File: src/rtl/phy_mgmt_pkg.sv
`timescale 1ns/1ps
package phy_mgmt_pkg;
  localparam int unsigned DATA_W = 16;
  localparam int unsigned FLD_W  = 8;

  typedef logic [DATA_W-1:0] word_t;

  typedef struct packed {
    logic [FLD_W-1:0] addr;
    logic [FLD_W-1:0] idx;
  } target_t;

  localparam logic [FLD_W-1:0] IDX_CTRL  = 8'd0;
  localparam logic [FLD_W-1:0] IDX_STAT  = 8'd1;
  localparam logic [FLD_W-1:0] IDX_ID_HI = 8'd2;
  localparam logic [FLD_W-1:0] IDX_ID_LO = 8'd3;
  localparam logic [FLD_W-1:0] IDX_ADV   = 8'd4;
  localparam logic [FLD_W-1:0] IDX_LP    = 8'd5;
  localparam logic [FLD_W-1:0] IDX_EXP   = 8'd6;

  localparam int unsigned CTRL_RST_BIT   = 15;
  localparam int unsigned CTRL_SPEED_BIT = 13;
  localparam int unsigned CTRL_AN_BIT    = 12;
  localparam int unsigned CTRL_FD_BIT    = 8;

  localparam int unsigned STAT_LINK_BIT  = 2;
  localparam int unsigned STAT_ANC_BIT   = 5;

  localparam word_t CTRL_DEFAULT = word_t'((1 << CTRL_SPEED_BIT) | (1 << CTRL_AN_BIT) |
                                           (1 << CTRL_FD_BIT));
  // abilities: 100TX FD/HD, 10T FD/HD, preamble suppression, autoneg
  localparam word_t STAT_BASE    = word_t'((1 << 14) | (1 << 13) | (1 << 12) | (1 << 11) |
                                           (1 << 6) | (1 << 3));
  localparam word_t STAT_LINKED  = word_t'((1 << STAT_LINK_BIT) | (1 << STAT_ANC_BIT));

  localparam word_t ABL_TXFD     = word_t'(1 << 8);
  localparam word_t ABL_TX       = word_t'(1 << 7);
  localparam word_t ABL_10FD     = word_t'(1 << 6);
  localparam word_t ABL_10       = word_t'(1 << 5);
  localparam word_t ABL_SEL      = word_t'(1);

  localparam word_t ADV_DEFAULT  = ABL_TXFD | ABL_TX | ABL_10FD | ABL_10 | ABL_SEL;
  localparam word_t LP_DOWN      = ABL_TX;
  localparam word_t LP_UP        = ABL_TX | ABL_TXFD | ABL_10FD | ABL_10 | ABL_SEL;
endpackage

File: src/rtl/phy_mgmt_target.sv
`timescale 1ns/1ps
module phy_mgmt_target
  import phy_mgmt_pkg::*;
#(
  parameter logic [FLD_W-1:0] PHY_ADDR = 8'd1
) (
  input  logic             clk_i,
  input  logic             rst_ni,
  input  logic             we_i,
  input  target_t          target_i,
  output logic             hit_o,
  output logic [FLD_W-1:0] idx_o
);
  target_t target_q;

  always_ff @(posedge clk_i or negedge rst_ni) begin
    if (!rst_ni)   target_q <= '0;
    else if (we_i) target_q <= target_i;
  end

  assign hit_o = (target_q.addr == PHY_ADDR);
  assign idx_o = target_q.idx;

  AST_TARGET_LOAD: assert property (@(posedge clk_i) disable iff (!rst_ni)
    we_i |=> (idx_o == $past(target_i.idx)));
endmodule

File: src/rtl/phy_mgmt_regs.sv
`timescale 1ns/1ps
module phy_mgmt_regs
  import phy_mgmt_pkg::*;
(
  input  logic             clk_i,
  input  logic             rst_ni,
  input  logic             wr_i,
  input  logic [FLD_W-1:0] idx_i,
  input  word_t            data_i,
  input  logic             link_up_i,
  output word_t            ctrl_o,
  output word_t            adv_o,
  output word_t            stat_o,
  output word_t            lp_o
);
  word_t ctrl_q, adv_q;
  logic  link_q;
  logic  ctrl_wr, adv_wr, soft_rst;

  assign ctrl_wr  = wr_i && (idx_i == IDX_CTRL);
  assign adv_wr   = wr_i && (idx_i == IDX_ADV);
  assign soft_rst = ctrl_wr && data_i[CTRL_RST_BIT];

  always_ff @(posedge clk_i or negedge rst_ni) begin
    if (!rst_ni) begin
      ctrl_q <= CTRL_DEFAULT;
      adv_q  <= ADV_DEFAULT;
      link_q <= 1'b0;
    end else begin
      link_q <= link_up_i;
      if (soft_rst) begin
        ctrl_q <= CTRL_DEFAULT;
        adv_q  <= ADV_DEFAULT;
      end else begin
        if (ctrl_wr) ctrl_q <= data_i;
        if (adv_wr)  adv_q  <= data_i;
      end
    end
  end

  assign ctrl_o = ctrl_q;
  assign adv_o  = adv_q;
  assign stat_o = link_q ? (STAT_BASE | STAT_LINKED) : STAT_BASE;
  assign lp_o   = link_q ? LP_UP : LP_DOWN;

  AST_SOFT_RESET: assert property (@(posedge clk_i) disable iff (!rst_ni)
    soft_rst |=> (ctrl_o == CTRL_DEFAULT) && (adv_o == ADV_DEFAULT));
  AST_CTRL_STORE: assert property (@(posedge clk_i) disable iff (!rst_ni)
    (ctrl_wr && !data_i[CTRL_RST_BIT]) |=> (ctrl_o == $past(data_i)));
  AST_ADV_STORE: assert property (@(posedge clk_i) disable iff (!rst_ni)
    adv_wr |=> (adv_o == $past(data_i)));
  AST_ADV_HOLD: assert property (@(posedge clk_i) disable iff (!rst_ni)
    !(ctrl_wr || adv_wr) |=> $stable(adv_o));
  AST_CTRL_NO_RST_BIT: assert property (@(posedge clk_i) disable iff (!rst_ni)
    ctrl_wr |=> !ctrl_o[CTRL_RST_BIT]);
  AST_LINK_UP: assert property (@(posedge clk_i) disable iff (!rst_ni)
    link_up_i |=> stat_o[STAT_LINK_BIT] && stat_o[STAT_ANC_BIT] && (lp_o == LP_UP));
  AST_LINK_DOWN: assert property (@(posedge clk_i) disable iff (!rst_ni)
    !link_up_i |=> !stat_o[STAT_LINK_BIT] && (lp_o == LP_DOWN));
endmodule

File: src/rtl/phy_mgmt_rdmux.sv
`timescale 1ns/1ps
module phy_mgmt_rdmux
  import phy_mgmt_pkg::*;
#(
  parameter word_t PHY_ID_HI = 16'h0123,
  parameter word_t PHY_ID_LO = 16'h4567
) (
  input  logic             hit_i,
  input  logic [FLD_W-1:0] idx_i,
  input  word_t            ctrl_i,
  input  word_t            adv_i,
  input  word_t            stat_i,
  input  word_t            lp_i,
  output word_t            data_o
);
  word_t local_rd;

  always_comb begin
    unique case (idx_i)
      IDX_CTRL:  local_rd = ctrl_i;
      IDX_STAT:  local_rd = stat_i;
      IDX_ID_HI: local_rd = PHY_ID_HI;
      IDX_ID_LO: local_rd = PHY_ID_LO;
      IDX_ADV:   local_rd = adv_i;
      IDX_LP:    local_rd = lp_i;
      default:   local_rd = '0;   // expansion, vendor, undefined
    endcase
  end

  assign data_o = hit_i ? local_rd : '1;

  always_comb begin
    if (hit_i && (idx_i > IDX_LP)) AST_UNDEF_ZERO: assert (data_o == '0);
  end
endmodule

File: src/rtl/phy_mgmt_regfile.sv
`timescale 1ns/1ps
module phy_mgmt_regfile
  import phy_mgmt_pkg::*;
#(
  parameter logic [7:0]  PHY_ADDR  = 8'd1,
  parameter logic [15:0] PHY_ID_HI = 16'h0123,
  parameter logic [15:0] PHY_ID_LO = 16'h4567
) (
  input  logic        clk_i,
  input  logic        rst_ni,
  input  logic        target_we_i,
  input  logic [15:0] target_i,
  input  logic        wr_en_i,
  input  logic [15:0] wr_data_i,
  input  logic        link_up_i,
  output logic [15:0] rd_data_o
);
  logic             hit;
  logic [FLD_W-1:0] idx;
  word_t            ctrl, adv, stat, lp;

  phy_mgmt_target #(.PHY_ADDR(PHY_ADDR)) u_target (
    .clk_i    (clk_i),
    .rst_ni   (rst_ni),
    .we_i     (target_we_i),
    .target_i (target_t'(target_i)),
    .hit_o    (hit),
    .idx_o    (idx)
  );

  phy_mgmt_regs u_regs (
    .clk_i     (clk_i),
    .rst_ni    (rst_ni),
    .wr_i      (wr_en_i && hit),
    .idx_i     (idx),
    .data_i    (wr_data_i),
    .link_up_i (link_up_i),
    .ctrl_o    (ctrl),
    .adv_o     (adv),
    .stat_o    (stat),
    .lp_o      (lp)
  );

  phy_mgmt_rdmux #(.PHY_ID_HI(PHY_ID_HI), .PHY_ID_LO(PHY_ID_LO)) u_rdmux (
    .hit_i  (hit),
    .idx_i  (idx),
    .ctrl_i (ctrl),
    .adv_i  (adv),
    .stat_i (stat),
    .lp_i   (lp),
    .data_o (rd_data_o)
  );

  AST_FOREIGN_READ: assert property (@(posedge clk_i) disable iff (!rst_ni)
    !hit |-> (rd_data_o == 16'hFFFF));
  AST_FOREIGN_WRITE: assert property (@(posedge clk_i) disable iff (!rst_ni)
    (wr_en_i && !hit) |=> $stable(ctrl) && $stable(adv));
endmodule

File: config.mk
export PLATFORM = sky130hd
export DESIGN_NAME = phy_mgmt_regfile
export DESIGN_NICKNAME = d
export VERILOG_FILES = /design/src/rtl/phy_mgmt_pkg.sv /design/src/rtl/phy_mgmt_target.sv /design/src/rtl/phy_mgmt_regs.sv /design/src/rtl/phy_mgmt_rdmux.sv /design/src/rtl/phy_mgmt_regfile.sv
export SDC_FILE = /design/constraint.sdc
export NUM_CORES = 1
export LEC_CHECK = 0
export ABC_CLOCK_PERIOD_IN_PS = 4400
export BUFFER_PORTS_ARGS = -buffer_cell sky130_fd_sc_hd__buf_2
export CAP_MARGIN = 25
export CORE_UTILIZATION = 44
export CTS_BUF_LIST = sky130_fd_sc_hd__clkbuf_4
export DETAILED_ROUTE_END_ITERATION = 8
export GPL_TIMING_DRIVEN = 1
export PLACE_DENSITY = 0.63
export SLEW_MARGIN = 5
export SYNTH_ARGS = -nofsm -noshare
export SYNTH_HDL_FRONTEND = slang
export SYNTH_SLANG_ARGS = --single-unit
File: constraint.sdc
create_clock -name clk_i -period 4.4 [get_ports clk_i]
set_input_delay 0.44 -clock clk_i [delete_from_list [all_inputs] [get_ports clk_i]]
set_output_delay 0.44 -clock clk_i [all_outputs]
set_load 0.02 [all_outputs]
==> results.ini <==
[clock_network]
cts_made_buffers = 5
clk_pin_slew_ns = 0.15
hold_buffers = 0
clock-sinks = 49
cts_setup_buffers = 0
post_cts_resize_count = 0
root_buffer = clkbuf_4
cts_tree = yes
insertion_delay_ns = 0.37
cts.path.max_buffers = 2
htreeDepth = 2

[run]
drv_cap = 0

[drt]
wl_per_cell_microns = 17.0
drc = 0
ant_nets = 0
vias_per_cell = 5.56
drt_first_pass_iters = 4
drtIter0Drc = 129
finalWirelength_microns = 5180
via_count = 1695

[power]
powerDensity_nw_per_um2 = 303
power_leakage_nw = 1.32
p_clk_frac = 0.329
ir_worst_vdd_mv = 0.152
power_frac_seq = 0.583
power.share.combinational = 0.089
p_switching_mw = 0.202
swShare = 0.243
p_int_mw = 0.631

[critical_path]
critPathArrivalTime_ns = 2.88
crit_path_start_kind = flip-flop
r2r_cells = 4
r2r-end = u_regs.ctrl_o[7]
cp.required_ns = 3.96
crit_type = flip-flop to primary output
worstPathCellList = or4_4, nor4_4, nor2b_1, a221o_1, buf_2
reg2reg_slack_ns = 2.12
cp_slowest_stage_delay_ns = 0.72
r2r-start = u_target.idx_o[5]
critPathMaxFanout = 10
slowest_stage = nor2b_1
end_kind = primary output

[synth]
yosysWarnings = 0
async_reset_ff_frac = 1.00
synth_top_area_frac = 0.435
syn_inst = 187
synth.distinct_cells = 41
synthTopCellsByArea = dfrtp_1 (44%), mux2_2 (11%), dfstp_2 (8.9%)
syn_nets = 224
synthFlopType = dfrtp_1
syn_avg_cell_area_sq_um = 12.6
synth.cell_area_sq_um = 2360
synth_edf_count = 0
ys_seq_elements = 49
yosysTopAreaCell = dfrtp_1
ys_seq_area_frac = 0.524

[outcome]
status = completed

[final_layout]
layout_common_cells = buf_2 (52), dfrtp_1 (41), mux2_2 (23)
final_nets = 271
final_common_cell = buf_2
antenna_cells = 0
synthToLayoutAreaGrowth_pct = 16.6
layout-drive-gt1-share = 0.443
final_area_sq_um = 2750

[global_routing]
antenna_found_initial = 0
grt_pass1_vias = 1636
grt.total_usage = 0.205
grt_max_degree = 26
overflow = 0
grt_pass1_wl_microns = 8450

[sta]
relSlewSlack = 0.463
period_minus_slack_ns = 3.32
finalHoldViolations = 0
tns_ns = 0
tightest_slew_ns = 0.804
rsz0062_at_grt = false
finalSetupViolations = 0
fin_crit_sh = 0.755
max_freq_mhz = 301
fin_skew_ns = 0.0112
maxSlewViolCount = 0

[floorplanning]
die_w_microns = 75.2
num_io_pins = 53
die_h_microns = 75.2
core_area_sq_um = 5140
fp.dieArea_sq_um = 5660
rows = 26
start_util = 0.459

[placed_design]
port_buffers = 52
dpl.hpwl_microns = 3670
place.gp.congestion = 0.749
place_area_sq_um = 2670

[min_path]
worstHoldPathType = input port to asynchronous set/reset pin

-- area by class of cell --
class,count,area [sq um]
Timing Repair Buffer,54,288
Inverter,4,15.0
Fill cell,471,2390
Clock inverter,2,35.0
Multi-Input combinational cell,120,1040
Clock buffer,6,45.0
Sequential cell,49,1240
Tap cell,70,87.6
-- worst max-delay path by stage --
stage                            startpoint           end  cells past startpoint  slack (ns)
after floorplan           u_target.idx_o[5]  rd_data_o[2]                      4        1.73
after global placement    u_target.idx_o[5]  rd_data_o[0]                      5        1.57
after detailed placement  u_target.idx_o[5]  rd_data_o[0]                      5        1.51
after CTS                 u_target.idx_o[5]  rd_data_o[0]                      5        1.08
after global routing      u_target.idx_o[5]  rd_data_o[9]                      5        0.89
final                     u_target.idx_o[5]  rd_data_o[0]                      5        1.08
-- per-layer routing --
layer	GRT usage	part of all wire	vias to the layer above
met5	0	0	-
li1	-	-	787
met1	0.310	0.49	862
met2	0.295	0.45	39
met3	0.0455	0.047	7
met4	0.0617	0.011	0
-- sequential cells by signal (all words and copies together) (netlist names) --
signal,cells
u_target.target_q,8
u_regs.ctrl_o,16
u_regs.link_q,1
u_regs.adv_o,16
u_target.idx_o,8
-- Yosys cell counts (2+ instances only) --
library cell and count:
dfrtp_1 41, mux2_2 23, nor2b_1 15, a22o_1 11
a221o_1 10, clkbuf_1 8, dfstp_2 8, nor2_1 7
mux2_4 6, o22a_1 5, buf_2 4, inv_1 4
mux2i_1 4, nand2_1 4, o21ai_0 4, a21o_1 3
a21oi_1 3, and2_1 3, nand2b_1 2
-- power groups by stage --
stage,combinational [mW],sequential (mW),clock [mW]
CTS,0.0755,0.485,0.276
global route,0.0833,0.489,0.293
detailed placement,0.0753,0.494,0
finish,0.0740,0.485,0.274
global placement,0.0724,0.493,0
floorplan,0.0477,0.482,0
-- cells by family (layout without fill, tap and decap cells) --
family,count (synthesis),count (layout),share of synthesized area
flops,49,49,0.524
compound gates,44,44,0.156
buf+inv,18,66,0.0339
simple gates,43,43,0.121
mux,33,33,0.165
-- metrics by stage --
stage | utilization | setup slack, ns | std cells | hold slack [ns] | total power, mW
after global routing | 0.535 | 0.890 | 305 | 0.0646 | 0.866
after global placement | 0.514 | 1.57 | 295 | 0.464 | 0.565
after detailed placement | 0.519 | 1.51 | 297 | 0.467 | 0.569
after floorplan | - | 1.73 | 187 | 0.144 | 0.530
after CTS | 0.535 | 1.08 | 305 | 0.0448 | 0.837
final | 0.535 | 1.08 | 305 | 0.0310 | 0.833
-- worst max-delay path: cells and delay by family, from the launching register on --
kind / cells / cell delay [ns]
flip-flops: 1 / 0.41
AND/OR/NAND/NOR: 3 / 1.67
buffers and inverters: 1 / 0.16
AO/OA/AOI/OAI: 1 / 0.27
Note: power is estimated with default switching activity, not from simulation.
